**src/rtl/qec_pkg.sv**
```systemverilog
package qec_pkg;

  // Configuration write addresses
  localparam int unsigned QEC_ADDR_CTRL    = 0;
  localparam int unsigned QEC_ADDR_CNT_LO  = 1;
  localparam int unsigned QEC_ADDR_CNT_HI  = 2;
  localparam int unsigned QEC_ADDR_OVF_CLR = 3;

  // Control word field positions
  localparam int unsigned QEC_FLAG_W   = 5;
  localparam int unsigned QEC_SEL_LSB  = 8;
  localparam int unsigned QEC_THR_LSB  = 16;

  // Mode flags, en_sup in bit 0
  typedef struct packed {
    logic edge_en;
    logic cmp_inv;
    logic cmp_en;
    logic en_usr;
    logic en_sup;
  } qec_flags_t;

endpackage

```
**src/rtl/qec_cfg_regs.sv**
```systemverilog
module qec_cfg_regs
  import qec_pkg::*;
#(
  parameter int unsigned SEL_W  = 2,
  parameter int unsigned EVT_W  = 4,
  parameter int unsigned DATA_W = 32,
  parameter int unsigned ADDR_W = 2
) (
  input  logic              clk,
  input  logic              rst_n,
  input  logic              we_i,
  input  logic [ADDR_W-1:0] addr_i,
  input  logic [DATA_W-1:0] wdata_i,
  output qec_flags_t        flags_o,
  output logic [SEL_W-1:0]  sel_o,
  output logic [EVT_W-1:0]  thr_o
);

  qec_flags_t       flags_q, flags_d;
  logic [SEL_W-1:0] sel_q, sel_d;
  logic [EVT_W-1:0] thr_q, thr_d;
  logic             ctrl_wr;
  logic             unused_wdata;

  assign ctrl_wr      = we_i && (addr_i == ADDR_W'(QEC_ADDR_CTRL));
  assign unused_wdata = ^wdata_i;

  always_comb begin
    flags_d = flags_q;
    sel_d   = sel_q;
    thr_d   = thr_q;
    if (ctrl_wr) begin
      flags_d = qec_flags_t'(wdata_i[QEC_FLAG_W-1:0]);
      sel_d   = wdata_i[QEC_SEL_LSB +: SEL_W];
      thr_d   = wdata_i[QEC_THR_LSB +: EVT_W];
    end
  end

  always_ff @(posedge clk or negedge rst_n) begin
    if (!rst_n) begin
      flags_q <= '0;
      sel_q   <= '0;
      thr_q   <= '0;
    end else if (ctrl_wr) begin
      flags_q <= flags_d;
      sel_q   <= sel_d;
      thr_q   <= thr_d;
    end
  end

  assign flags_o = flags_q;
  assign sel_o   = sel_q;
  assign thr_o   = thr_q;


  ctrl_update_chk: assert property (@(posedge clk) disable iff (!rst_n)
    ctrl_wr |=> (sel_o == $past(wdata_i[QEC_SEL_LSB +: SEL_W]))
             && (thr_o == $past(wdata_i[QEC_THR_LSB +: EVT_W])));


  ctrl_hold_chk: assert property (@(posedge clk) disable iff (!rst_n)
    !ctrl_wr |=> $stable(flags_o) && $stable(sel_o) && $stable(thr_o));

endmodule

```
**src/rtl/qec_src_mux.sv**
```systemverilog
module qec_src_mux #(
  parameter int unsigned NUM_SRC = 4,
  parameter int unsigned EVT_W   = 4,
  parameter int unsigned SEL_W   = 2
) (
  input  logic [NUM_SRC*EVT_W-1:0] evt_vec_i,
  input  logic [SEL_W-1:0]         sel_i,
  output logic [EVT_W-1:0]         evt_o
);

  logic [EVT_W-1:0] src_arr [NUM_SRC];

  for (genvar g = 0; g < NUM_SRC; g++) begin : g_unpack
    assign src_arr[g] = evt_vec_i[g*EVT_W +: EVT_W];
  end

  always_comb begin
    evt_o = '0;
    for (int k = 0; k < NUM_SRC; k++) begin
      if (sel_i == SEL_W'(k)) evt_o = src_arr[k];
    end
  end

endmodule

```
**src/rtl/qec_priv_filter.sv**
```systemverilog
module qec_priv_filter #(
  parameter int unsigned EVT_W = 4
) (
  input  logic [EVT_W-1:0] evt_i,
  input  logic             user_i,
  input  logic             en_sup_i,
  input  logic             en_usr_i,
  output logic [EVT_W-1:0] evt_o,
  output logic             pass_o
);

  always_comb begin
    pass_o = user_i ? en_usr_i : en_sup_i;
    evt_o  = pass_o ? evt_i : '0;
  end

endmodule

```
**src/rtl/qec_thresh_edge.sv**
```systemverilog
module qec_thresh_edge #(
  parameter int unsigned EVT_W = 4
) (
  input  logic             clk,
  input  logic             rst_n,
  input  logic [EVT_W-1:0] evt_i,
  input  logic             pass_i,
  input  logic [EVT_W-1:0] thr_i,
  input  logic             cmp_en_i,
  input  logic             cmp_inv_i,
  input  logic             edge_en_i,
  output logic [EVT_W-1:0] inc_o
);

  logic prev_q, prev_d;
  logic above, hit, qual, rise;

  always_comb begin
    above = evt_i > thr_i;
    hit   = cmp_inv_i ? !above : above;
    qual  = pass_i && (cmp_en_i ? hit : (evt_i != '0));
    rise  = qual && !prev_q;
    prev_d = qual;
    if (edge_en_i)     inc_o = {{(EVT_W-1){1'b0}}, rise};
    else if (cmp_en_i) inc_o = {{(EVT_W-1){1'b0}}, qual};
    else               inc_o = evt_i;
  end

  always_ff @(posedge clk or negedge rst_n) begin
    if (!rst_n) prev_q <= 1'b0;
    else        prev_q <= prev_d;
  end


  cmp_single_chk: assert property (@(posedge clk) disable iff (!rst_n)
    cmp_en_i |-> (inc_o <= EVT_W'(1)));


  edge_once_chk: assert property (@(posedge clk) disable iff (!rst_n)
    (edge_en_i && inc_o != '0) |=> !(edge_en_i && inc_o != '0));


  inv_zero_chk: assert property (@(posedge clk) disable iff (!rst_n)
    (pass_i && cmp_en_i && cmp_inv_i && !edge_en_i && evt_i == '0) |-> (inc_o == EVT_W'(1)));

endmodule

```
**src/rtl/qec_accum.sv**
```systemverilog
module qec_accum
  import qec_pkg::*;
#(
  parameter int unsigned CNT_W  = 40,
  parameter int unsigned DATA_W = 32,
  parameter int unsigned EVT_W  = 4,
  parameter int unsigned ADDR_W = 2
) (
  input  logic              clk,
  input  logic              rst_n,
  input  logic [EVT_W-1:0]  inc_i,
  input  logic              we_i,
  input  logic [ADDR_W-1:0] addr_i,
  input  logic [DATA_W-1:0] wdata_i,
  output logic [CNT_W-1:0]  count_o,
  output logic              ovf_o
);

  localparam int unsigned HI_W = CNT_W - DATA_W;

  logic [CNT_W-1:0] cnt_q, cnt_d;
  logic [CNT_W:0]   sum;
  logic             ovf_q, ovf_d;
  logic             wr_lo, wr_hi, wr_clr;
  logic             unused_wdata;

  assign wr_lo  = we_i && (addr_i == ADDR_W'(QEC_ADDR_CNT_LO));
  assign wr_hi  = we_i && (addr_i == ADDR_W'(QEC_ADDR_CNT_HI));
  assign wr_clr = we_i && (addr_i == ADDR_W'(QEC_ADDR_OVF_CLR));
  assign unused_wdata = ^wdata_i[DATA_W-1:HI_W];

  always_comb begin
    sum   = {1'b0, cnt_q} + {{(CNT_W+1-EVT_W){1'b0}}, inc_i};
    cnt_d = sum[CNT_W-1:0];
    if (wr_lo) cnt_d[DATA_W-1:0]     = wdata_i;
    if (wr_hi) cnt_d[CNT_W-1:DATA_W] = wdata_i[HI_W-1:0];
    ovf_d = ovf_q;
    if (wr_clr)    ovf_d = 1'b0;
    if (sum[CNT_W]) ovf_d = 1'b1;
  end

  always_ff @(posedge clk or negedge rst_n) begin
    if (!rst_n) begin
      cnt_q <= '0;
      ovf_q <= 1'b0;
    end else begin
      cnt_q <= cnt_d;
      ovf_q <= ovf_d;
    end
  end

  assign count_o = cnt_q;
  assign ovf_o   = ovf_q;


  count_step_chk: assert property (@(posedge clk) disable iff (!rst_n)
    !we_i |=> count_o == $past(count_o) + CNT_W'($past(inc_i)));


  ovf_sticky_chk: assert property (@(posedge clk) disable iff (!rst_n)
    (ovf_o && !wr_clr) |=> ovf_o);


  ovf_rise_chk: assert property (@(posedge clk) disable iff (!rst_n)
    $rose(ovf_o) |-> ($past(count_o) > count_o) || $past(wr_lo) || $past(wr_hi));

endmodule

```
**src/rtl/qec_counter.sv**
```systemverilog
module qec_counter
  import qec_pkg::*;
#(
  parameter int unsigned NUM_SRC = 4,
  parameter int unsigned EVT_W   = 4,
  parameter int unsigned CNT_W   = 40,
  parameter int unsigned DATA_W  = 32,
  parameter int unsigned ADDR_W  = 2
) (
  input  logic                     clk,
  input  logic                     rst_n,
  input  logic [NUM_SRC*EVT_W-1:0] evt_vec_i,
  input  logic                     user_mode_i,
  input  logic                     cfg_we_i,
  input  logic [ADDR_W-1:0]        cfg_addr_i,
  input  logic [DATA_W-1:0]        cfg_wdata_i,
  output logic [CNT_W-1:0]         count_o,
  output logic                     ovf_o
);

  localparam int unsigned SEL_W = (NUM_SRC > 1) ? $clog2(NUM_SRC) : 1;

  qec_flags_t       flags;
  logic [SEL_W-1:0] sel;
  logic [EVT_W-1:0] thr;
  logic [EVT_W-1:0] src_evt, priv_evt, inc;
  logic             pass;

  qec_cfg_regs #(
    .SEL_W(SEL_W), .EVT_W(EVT_W), .DATA_W(DATA_W), .ADDR_W(ADDR_W)
  ) i_cfg (
    .clk(clk), .rst_n(rst_n), .we_i(cfg_we_i), .addr_i(cfg_addr_i),
    .wdata_i(cfg_wdata_i), .flags_o(flags), .sel_o(sel), .thr_o(thr)
  );

  qec_src_mux #(
    .NUM_SRC(NUM_SRC), .EVT_W(EVT_W), .SEL_W(SEL_W)
  ) i_mux (
    .evt_vec_i(evt_vec_i), .sel_i(sel), .evt_o(src_evt)
  );

  qec_priv_filter #(
    .EVT_W(EVT_W)
  ) i_priv (
    .evt_i(src_evt), .user_i(user_mode_i), .en_sup_i(flags.en_sup),
    .en_usr_i(flags.en_usr), .evt_o(priv_evt), .pass_o(pass)
  );

  qec_thresh_edge #(
    .EVT_W(EVT_W)
  ) i_thr (
    .clk(clk), .rst_n(rst_n), .evt_i(priv_evt), .pass_i(pass), .thr_i(thr),
    .cmp_en_i(flags.cmp_en), .cmp_inv_i(flags.cmp_inv),
    .edge_en_i(flags.edge_en), .inc_o(inc)
  );

  qec_accum #(
    .CNT_W(CNT_W), .DATA_W(DATA_W), .EVT_W(EVT_W), .ADDR_W(ADDR_W)
  ) i_acc (
    .clk(clk), .rst_n(rst_n), .inc_i(inc), .we_i(cfg_we_i),
    .addr_i(cfg_addr_i), .wdata_i(cfg_wdata_i), .count_o(count_o), .ovf_o(ovf_o)
  );


  priv_block_chk: assert property (@(posedge clk) disable iff (!rst_n)
    ((user_mode_i && !flags.en_usr) || (!user_mode_i && !flags.en_sup)) |-> (inc == '0));


  no_enable_chk: assert property (@(posedge clk) disable iff (!rst_n)
    (!flags.en_usr && !flags.en_sup && !cfg_we_i) |=> $stable(count_o));


  src_pick_chk: assert property (@(posedge clk) disable iff (!rst_n)
    (!flags.cmp_en && !flags.edge_en && pass) |-> (inc == evt_vec_i[sel*EVT_W +: EVT_W]));

endmodule

```
**config.mk**
```make
export PLATFORM = sky130hd
export DESIGN_NAME = qec_counter
export DESIGN_NICKNAME = d
export VERILOG_FILES = /design/src/rtl/qec_pkg.sv /design/src/rtl/qec_cfg_regs.sv /design/src/rtl/qec_src_mux.sv /design/src/rtl/qec_priv_filter.sv /design/src/rtl/qec_thresh_edge.sv /design/src/rtl/qec_accum.sv /design/src/rtl/qec_counter.sv
export SDC_FILE = /design/constraint.sdc
export NUM_CORES = 1
export LEC_CHECK = 0
export ABC_AREA = 1
export CAP_MARGIN = 10
export CORE_UTILIZATION = 50
export CTS_CLUSTER_DIAMETER = 50
export CTS_CLUSTER_SIZE = 30
export DETAILED_ROUTE_END_ITERATION = 10
export PLACE_DENSITY = 0.93
export SYNTH_ARGS = -nofsm -noshare
export SYNTH_HDL_FRONTEND = slang
export SYNTH_SLANG_ARGS = --single-unit
```
**constraint.sdc**
```tcl
create_clock -name clk -period 10.45 [get_ports clk]
set_input_delay 1.5675 -clock clk [delete_from_list [all_inputs] [get_ports clk]]
set_output_delay 1.5675 -clock clk [all_outputs]
set_load 0.05 [all_outputs]
```
==> impl_metrics.toml, run 1 <==
[finish]
layout-drive-gt1-share = 0.0646
instances_no_fill = 669
final_nets = 634
filler_cell_count = 595
synthToLayoutAreaGrowth_pct = 31.9
n_antenna_cell = 0
final_design_area_no_fill_um2 = 4640

[synth]
synthMostInstantiatedCell = "sky130_fd_sc_hd__nand2_1"
synth.yosys.seq_area_share = 0.377
synth.ff_latch_count = 53
edff_count_synth = 0
netlist_top_cells_area = "sky130_fd_sc_hd__dfrtp_1, sky130_fd_sc_hd__nand2_1, sky130_fd_sc_hd__inv_1, sky130_fd_sc_hd__o21ai_0, sky130_fd_sc_hd__xnor2_1"
postSynth.asyncResetShare = 1.00
synth_top_area_frac = 0.377
netlist_area_um2 = 3520
synthDominantAreaCellType = "sky130_fd_sc_hd__dfrtp_1"
synthesis.instances = 478
synth-warning-count = 0
synth_common_cells = "sky130_fd_sc_hd__nand2_1, sky130_fd_sc_hd__inv_1, sky130_fd_sc_hd__dfrtp_1"
syn-mean-instance-area_um2 = 7.36
mappedNetlistNets = 540
synthDistinctLibCells = 42
synth_ff_type = "sky130_fd_sc_hd__dfrtp_1"

[grt]
wire_length_of_the_first_global_routing_pass_um = 16200
via_count_of_the_first_global_routing_pass = 3568
largest_net_degree_at_the_start_of_global_routing = 54
grt_use_total = 0.283
global_route.usage.met2 = 0.519
grt_most_used_layer = "met2"
gr-usage-met3 = 0.0327
met1_usage = 0.338
antenna_violations_before_repair = 0
overflow = 0

[timing]
worst_slew_pin_slew_ps = 780
holdWs_ps = 505
timing.setup.tns_ps = 0
total_count_of_max_transition_violations_in_the_final_report = 0
worst_clock_skew_ps = 7.19
timing.final.setup_violations = 0
relative_slew_slack = 0.477
period_minus_slack_ps = 5270
layout_worst_path_cycle_share = 0.504
timing.final.hold_violations = 0
achievable-frequency_mhz = 190
rsz0062_at_grt = "no"

[die]
die_height_um = 85.9
ios = 95
fp.dieW_um = 85.9
core_region_area_um2 = 6790
initial_utilization = 0.518
core.rowCount = 30
die-area_um2 = 7380

[worst_setup_path]
worst-setup-path-type = "in -> reg"
worst-endpoint-required_ps = 10650
cp.depth = 26
timing.critical_path.to_type = "flop"
crit_family = "simple AND/OR/NAND/NOR gates"
number_of_cells_on_the_worst_reg_to_reg_path = 27
worstSetupStartpointType = "input pin"
cp_num_buf_inv = 4
timing.critical_path.arrival_ps = 5470
max_stage_delay_ps = 410
path_max_fanout = 7
critical_path.slowest_cell = "sky130_fd_sc_hd__clkdlybuf4s50_1"
crit_top_cell = "sky130_fd_sc_hd__nand3_1"

[clock_network]
register_clock_pin_slew_on_the_reported_worst_setup_and_hold_paths_ps = 100
clock_sinks = 53
tritoncts_clock_tree = "done"
post-cts-setup-buffers = 0
ctsRootBufferMaster = "sky130_fd_sc_hd__clkbuf_8"
number_of_resized_instances_in_the_post_cts_repair_step = 0
holdBufCountCts = 0
cts_inserted_buffers = 5
cts.htree.levels = 2
cts_buffer_depth = 2
clock_latency_ps = 320

[placement]
dp_hpwl_um = 7950
dpl.cell_count = 661
placement.io_buffers = 94
gpl.final_weighted_congestion = 0.950
placement.cell_area_um2 = 4550

[routing]
drt_pre_antenna_iters = 5
route.antenna.remaining_nets = 0
wl_per_cell_um = 15.2
post-route-drc-count = 0
viasPerCell = 5.32
drt_first_iter_violations = 317
total_detailed_routing_wirelength_um = 10200
routed-via-count = 3559

[job]
cap_violations = 0

[run_status]
run_status = "complete, no violations"

[power]
power_per_cell_area_nw_per_um2 = 172
power_mw = 0.796
static_leakage_power_nw = 2.08
irDropWorstVdd_mv = 0.0949

[hold_path]
whs_path_depth = 2
hold_class = "reg -> reg"
==> kinds of logic after synthesis <==
group | count (synthesis) | share of synthesized area
buf+inv | 74 | 0.0811
mux | 1 | 0.00320
flops | 53 | 0.377
simple gates | 259 | 0.351
xor+xnor | 27 | 0.0672
compound gates | 56 | 0.0900
fa+ha+maj | 8 | 0.0306
==> area by class of cell <==
| cell class | instances | area, um^2 | share of cell area |
|---|---|---|---|
| inverter | 65 | 244 | 0.0526 |
| sequential | 53 | 1330 | 0.286 |
| clock buffer | 6 | 72.6 | 0.0156 |
| tap | 96 | 120 | 0.0259 |
| timing repair buffer | 96 | 951 | 0.205 |
| clock inverter | 2 | 15.0 | 0.00324 |
| multi-input combinational | 351 | 1910 | 0.412 |
==> flip-flops by register name, summed over array words and instances (netlist names) <==
name	count
i_acc.count_o	40
i_cfg.flags_o	5
i_cfg.thr_o	4
i_cfg.sel_o	2
i_acc.ovf_o	1
i_thr.prev_q	1
==> cell usage in the layout, fill, tap and decap left out, types with 4 or more instances in the layout <==
cell                                n
sky130_fd_sc_hd__clkdlybuf4s50_1   93
sky130_fd_sc_hd__nand4_1           11
sky130_fd_sc_hd__inv_1             63
sky130_fd_sc_hd__nor4_1             4
sky130_fd_sc_hd__nor3_1            17
sky130_fd_sc_hd__nor2_1            34
sky130_fd_sc_hd__xnor2_1           15
sky130_fd_sc_hd__ha_1               7
sky130_fd_sc_hd__nand2_1          141
sky130_fd_sc_hd__a31oi_1            4
sky130_fd_sc_hd__nor2_4             4
sky130_fd_sc_hd__nand2_2            5
sky130_fd_sc_hd__dfrtp_1           53
sky130_fd_sc_hd__a21oi_1            7
sky130_fd_sc_hd__clkbuf_8           5
sky130_fd_sc_hd__nand3_1           26
sky130_fd_sc_hd__xor2_1            12
sky130_fd_sc_hd__o21ai_0           36
==> tightest hold or removal path: stages, from the launching register on <==
cell and delay [ps]:
sky130_fd_sc_hd__dfrtp_1 360, sky130_fd_sc_hd__nand2_1 50, sky130_fd_sc_hd__o21ai_0 60
==> power by group <==
| part | total, mW | internal, mW | switching, mW |
|---|---|---|---|
| registers | 0.304 | 0.247 | 0.0575 |
| clock network | 0.120 | 0.0474 | 0.0727 |
| logic | 0.372 | 0.134 | 0.237 |
| total | 0.796 | 0.429 | 0.368 |
==> path summary, 6_finish.rpt <==
kind,startpoint,end,slack [ps]
max,user_mode_i,i_acc.count_o[32],5180
min,i_cfg.thr_o[3],i_cfg.thr_o[3],510
max reg2reg,i_cfg.sel_o[1],i_acc.count_o[32],6450
min reg2reg,i_cfg.thr_o[3],i_cfg.thr_o[3],510
max in group asynchronous,rst_n,i_acc.count_o[6],8620
min in group asynchronous,rst_n,i_acc.count_o[30],1360
==> layer usage <==
metal,part of all wire,vias to the layer above,wire (um)
met5,0,-,0
met1,0.41,1663,4190
li1,-,1724,-
met2,0.50,142,5140
met3,0.059,30,606
met4,0.025,0,259
==> stage by stage <==
step | setup WS, ps | util
final | 5180 | 0.683
after global routing | 4750 | 0.683
after CTS | 5240 | 0.683
after detailed placement | 4930 | 0.670
after global placement | 5100 | 0.670
after floorplan | 5830 | -
(Power assumes the default switching activity.)
==> run 2, diff against run 1 <==
Settings changed: CORE_UTILIZATION 50 to 44, PLACE_DENSITY 0.93 to 0.88.
Clock period 10.45 ns to 4.82 ns, I/O delays scaled along.
==> impl_metrics.toml, run 2 (synthesized netlist as in run 1, its figures left out) <==
[hold_path]
whs_path_depth = 2
hold_path_startpoint = "i_cfg.flags_o[1]"
worstHoldEndpoint = "i_cfg.flags_o[1]"
hold_class = "reg -> reg"

[clock_network]
cts_buffer_depth = 2
cts.htree.levels = 2
tritoncts_clock_tree = "done"
register_clock_pin_slew_on_the_reported_worst_setup_and_hold_paths_ps = 100
clock_latency_ps = 310
clock_sinks = 53
cts_inserted_buffers = 5
ctsRootBufferMaster = "sky130_fd_sc_hd__clkbuf_8"

[worst_setup_path]
worstSetupStartpointType = "input pin"
timing.critical_path.arrival_ps = 4550
path_max_fanout = 7
setup.reg_to_reg.worst_slack_ps = 680
timing.rr.end = "i_acc.count_o[32]"
cp_num_buf_inv = 3
worst-endpoint-required_ps = 5010
timing.critical_path.to_type = "flop"
max_stage_delay_ps = 460
crit_family = "simple AND/OR/NAND/NOR gates"
worst-setup-path-type = "in -> reg"
worstReg2RegStart = "i_cfg.sel_o[1]"
critical_path.slowest_cell = "sky130_fd_sc_hd__clkdlybuf4s50_1"
number_of_cells_on_the_worst_reg_to_reg_path = 27

[power]
static_leakage_power_nw = 2.09
power_per_cell_area_nw_per_um2 = 374
irDropWorstVdd_mv = 0.225

[grt]
via_count_of_the_first_global_routing_pass = 3712
antenna_violations_before_repair = 0
grt_use_total = 0.274
wire_length_of_the_first_global_routing_pass_um = 17900
largest_net_degree_at_the_start_of_global_routing = 54
overflow = 0

[finish]
layout.cells.most_common = "sky130_fd_sc_hd__nand2_1"
synthToLayoutAreaGrowth_pct = 32.5
layout-drive-gt1-share = 0.0678
final_nets = 636
post-route-util = 0.603
largest_reg_flops = 40
layout.area.seq_um2 = 1330
final_cell_mix = "sky130_fd_sc_hd__nand2_1, sky130_fd_sc_hd__clkdlybuf4s50_1, sky130_fd_sc_hd__inv_1"
multiInputGateArea_um2 = 1910
n_antenna_cell = 0
filler_cell_count = 707

[die]
die-area_um2 = 8360
core.rowCount = 32
ios = 95
core_region_area_um2 = 7730
fp.dieW_um = 91.4
initial_utilization = 0.455
die_height_um = 91.4

[routing]
routed-via-count = 3621
route.antenna.remaining_nets = 0
total_detailed_routing_wirelength_um = 10800
wl_per_cell_um = 16.0
post-route-drc-count = 0
drt_first_iter_violations = 183
drt_pre_antenna_iters = 5
viasPerCell = 5.35

[timing]
relative_slew_slack = 0.479
achievable-frequency_mhz = 229
rsz0062_at_grt = "no"
worst_slew_pin_slew_ps = 777
period_minus_slack_ps = 4360
timing.final.setup_violations = 0
total_count_of_max_transition_violations_in_the_final_report = 0
timing.setup.tns_ps = 0
worst_clock_skew_ps = 5.92
layout_worst_path_cycle_share = 0.905
timing.final.hold_violations = 0

[run_status]
run_status = "complete, no violations"

[job]
cap_violations = 0

[placement]
placement.io_buffers = 94
dp_hpwl_um = 8480
gpl.final_weighted_congestion = 0.960
run 2: repair_timing:
| action | 4_1_cts | 5_1_grt |
|---|---|---|
| resized for setup | 0 | 1 |
| hold endpoints to repair | 0 | 0 |
| endpoints found under the setup margin | 0 | 1 |
| setup buffers | 0 | 0 |
| hold buffers | 0 | 0 |
run 2: worst reg2reg max path, delay by kind of cell, from the launching register on:
family | cells | cell delay (ps)
buffers and inverters | 3 | 360
and+or+nand+nor | 16 | 1830
AOI/OAI and AO/OA | 5 | 790
adders and majority gates | 3 | 650
DFF | 1 | 440
run 2: worst max-delay path by stage:
| stage | from | to | cells after the start |
|---|---|---|---|
| floorplan | user_mode_i | i_acc.count_o[26] | 25 |
| CTS | user_mode_i | i_acc.count_o[32] | 26 |
| global route | user_mode_i | i_acc.count_o[26] | 26 |
| global placement | user_mode_i | i_acc.count_o[32] | 27 |
| detailed placement | user_mode_i | i_acc.count_o[26] | 25 |
| finish | evt_vec_i[0] | i_acc.count_o[32] | 27 |
run 2: layout make-up:
type                    count  area share
repair buffers             98       0.207
multi-input cells         351       0.410
flip-flops and latches     53       0.284
clock inverters             2     0.00322
well taps                 102      0.0274
inverters                  65      0.0523
clock buffers               6      0.0156
run 2: metal layers:
| metal | vias up | part of all wire | GRT usage |
|---|---|---|---|
| li1 | 1725 | - | - |
| met3 | 40 | 0.063 | 0.0318 |
| met1 | 1676 | 0.42 | 0.337 |
| met2 | 180 | 0.49 | 0.486 |
| met4 | 0 | 0.028 | 0.106 |
| met5 | - | 0 | 0 |
run 2: report_power, final:
group | total, mW | internal, mW | switching [mW]
combinational | 0.820 | 0.294 | 0.526
sequential | 0.666 | 0.535 | 0.131
clock | 0.258 | 0.103 | 0.155
total | 1.74 | 0.932 | 0.812
run 2: through the flow:
step	hold WS, ps	cells	cell area [um^2]	worst slack, ps	power [mW]
detailed placement	474	669	4580	239	1.48
CTS	499	677	4660	542	1.74
floorplan	427	478	3520	1050	1.17
global route	532	677	4660	72.7	1.84
finish	499	677	4660	460	1.74
global placement	471	669	4580	502	1.46
==> run 3, diff against run 2 <==
Settings changed: CORE_UTILIZATION 44 to 50, PLACE_DENSITY 0.88 to 0.93.
Clock period 4.82 ns to 5.6 ns, I/O delays scaled along.
==> impl_metrics.toml, run 3 (synthesized netlist as in run 1, its figures left out) <==
[worst_setup_path]
crit_family = "simple AND/OR/NAND/NOR gates"
max_stage_delay_ps = 420
timing.critical_path.arrival_ps = 4750
cp_num_buf_inv = 5
path_max_fanout = 7
timing.critical_path.to_type = "flop"
worst-setup-path-type = "in -> reg"
worst-endpoint-required_ps = 5790
critical_path.slowest_cell = "sky130_fd_sc_hd__clkdlybuf4s50_1"
crit_top_cell = "sky130_fd_sc_hd__nand2_1"
worstSetupStartpointType = "input pin"

[finish]
n_antenna_cell = 0
final_nets = 634
largest_reg_flops = 40
synthToLayoutAreaGrowth_pct = 31.9
layout.cells.most_common = "sky130_fd_sc_hd__nand2_1"
layout-drive-gt1-share = 0.0646
final_cell_mix = "sky130_fd_sc_hd__nand2_1, sky130_fd_sc_hd__clkdlybuf4s50_1, sky130_fd_sc_hd__inv_1"

[grt]
via_count_of_the_first_global_routing_pass = 3489
antenna_violations_before_repair = 0
wire_length_of_the_first_global_routing_pass_um = 16200
grt_use_total = 0.283
largest_net_degree_at_the_start_of_global_routing = 54
overflow = 0

[routing]
drt_first_iter_violations = 205
wl_per_cell_um = 14.9
routed-via-count = 3527
route.antenna.remaining_nets = 0
total_detailed_routing_wirelength_um = 9960
drt_pre_antenna_iters = 4
viasPerCell = 5.27
post-route-drc-count = 0

[timing]
worst_clock_skew_ps = 5.23
achievable-frequency_mhz = 219
timing.setup.tns_ps = 0
timing.final.hold_violations = 0
timing.final.setup_violations = 0
layout_worst_path_cycle_share = 0.814
period_minus_slack_ps = 4560
total_count_of_max_transition_violations_in_the_final_report = 0
worst_slew_pin_slew_ps = 795
relative_slew_slack = 0.467
rsz0062_at_grt = "no"

[clock_network]
ctsRootBufferMaster = "sky130_fd_sc_hd__clkbuf_8"
cts.htree.levels = 2
tritoncts_clock_tree = "done"
register_clock_pin_slew_on_the_reported_worst_setup_and_hold_paths_ps = 100
holdBufCountCts = 0
post-cts-setup-buffers = 0
clock_latency_ps = 310
number_of_resized_instances_in_the_post_cts_repair_step = 0
clock_sinks = 53
cts_inserted_buffers = 5
cts_buffer_depth = 2

[die]
core.rowCount = 30
core_region_area_um2 = 6790
initial_utilization = 0.518
die_height_um = 85.9
fp.dieW_um = 85.9
ios = 95
die-area_um2 = 7380

[power]
power_mw = 1.48
irDropWorstVdd_mv = 0.217
static_leakage_power_nw = 2.08
power_per_cell_area_nw_per_um2 = 319

[run_status]
run_status = "complete, no violations"

[job]
cap_violations = 0

[placement]
gpl.final_weighted_congestion = 0.952
placement.io_buffers = 94
dp_hpwl_um = 7850

[hold_path]
hold_class = "reg -> reg"
==> run 3: cell count changes in the layout (fill, tap and decap cells not counted) <==
cell and change:
sky130_fd_sc_hd__buf_4 -2, sky130_fd_sc_hd__o21ai_0 +1, sky130_fd_sc_hd__o21ai_1 -1
==> run 3: worst min-delay path: cells and delay by family, from the launching register on <==
kind | cells | cell delay [ps]
compound gates | 1 | 60
simple gates | 1 | 50
flops | 1 | 360
==> run 3: routing by layer <==
layer  wire (um)  track usage  up-vias
li1            -            -     1720
met1        4190        0.348     1648
met2        4910        0.505      134
met3         566       0.0414       25
met4         293       0.0985        0
met5           0            0        -
==> run 3: metrics by stage <==
step / hold slack [ps] / setup WS, ps / cell area (um^2) / instances / util
final: 505 / 1040 / 4640 / 669 / 0.683
after global routing: 544 / 597 / 4640 / 669 / 0.683
after CTS: 507 / 1060 / 4640 / 669 / 0.683
after detailed placement: 483 / 735 / 4550 / 661 / 0.670
after global placement: 471 / 984 / 4550 / 661 / 0.670
after floorplan: 453 / 1710 / 3520 / 478 / -
==> run 3: where the power goes <==
part | internal [mW] | leakage, nW | switching [mW]
sequential | 0.461 | 0.651 | 0.107
combinational | 0.251 | 1.39 | 0.441
clock | 0.0885 | 0.0374 | 0.130
==> run 3: cell type report <==
type                       count  area, um^2
clock buffer                   6        72.6
clock inverter                 2        15.0
fill                         590        2150
inverter                      65         244
multi-input combinational    351        1910
sequential                    53        1330
tap                           96         120
timing repair buffer          96         951
==> run 3: final timing paths <==
check                            startpoint  cells after the start  slack (ps)           endpoint
setup / recovery                user_mode_i                     27        1040  i_acc.count_o[32]
hold / removal               i_cfg.thr_o[3]                      2         500     i_cfg.thr_o[3]
setup reg to reg           i_cfg.flags_o[0]                     27        1640  i_acc.count_o[32]
hold reg to reg              i_cfg.thr_o[3]                      2         500     i_cfg.thr_o[3]
max in group asynchronous             rst_n                      2        4490  i_acc.count_o[36]
min in group asynchronous             rst_n                      2         650  i_acc.count_o[28]
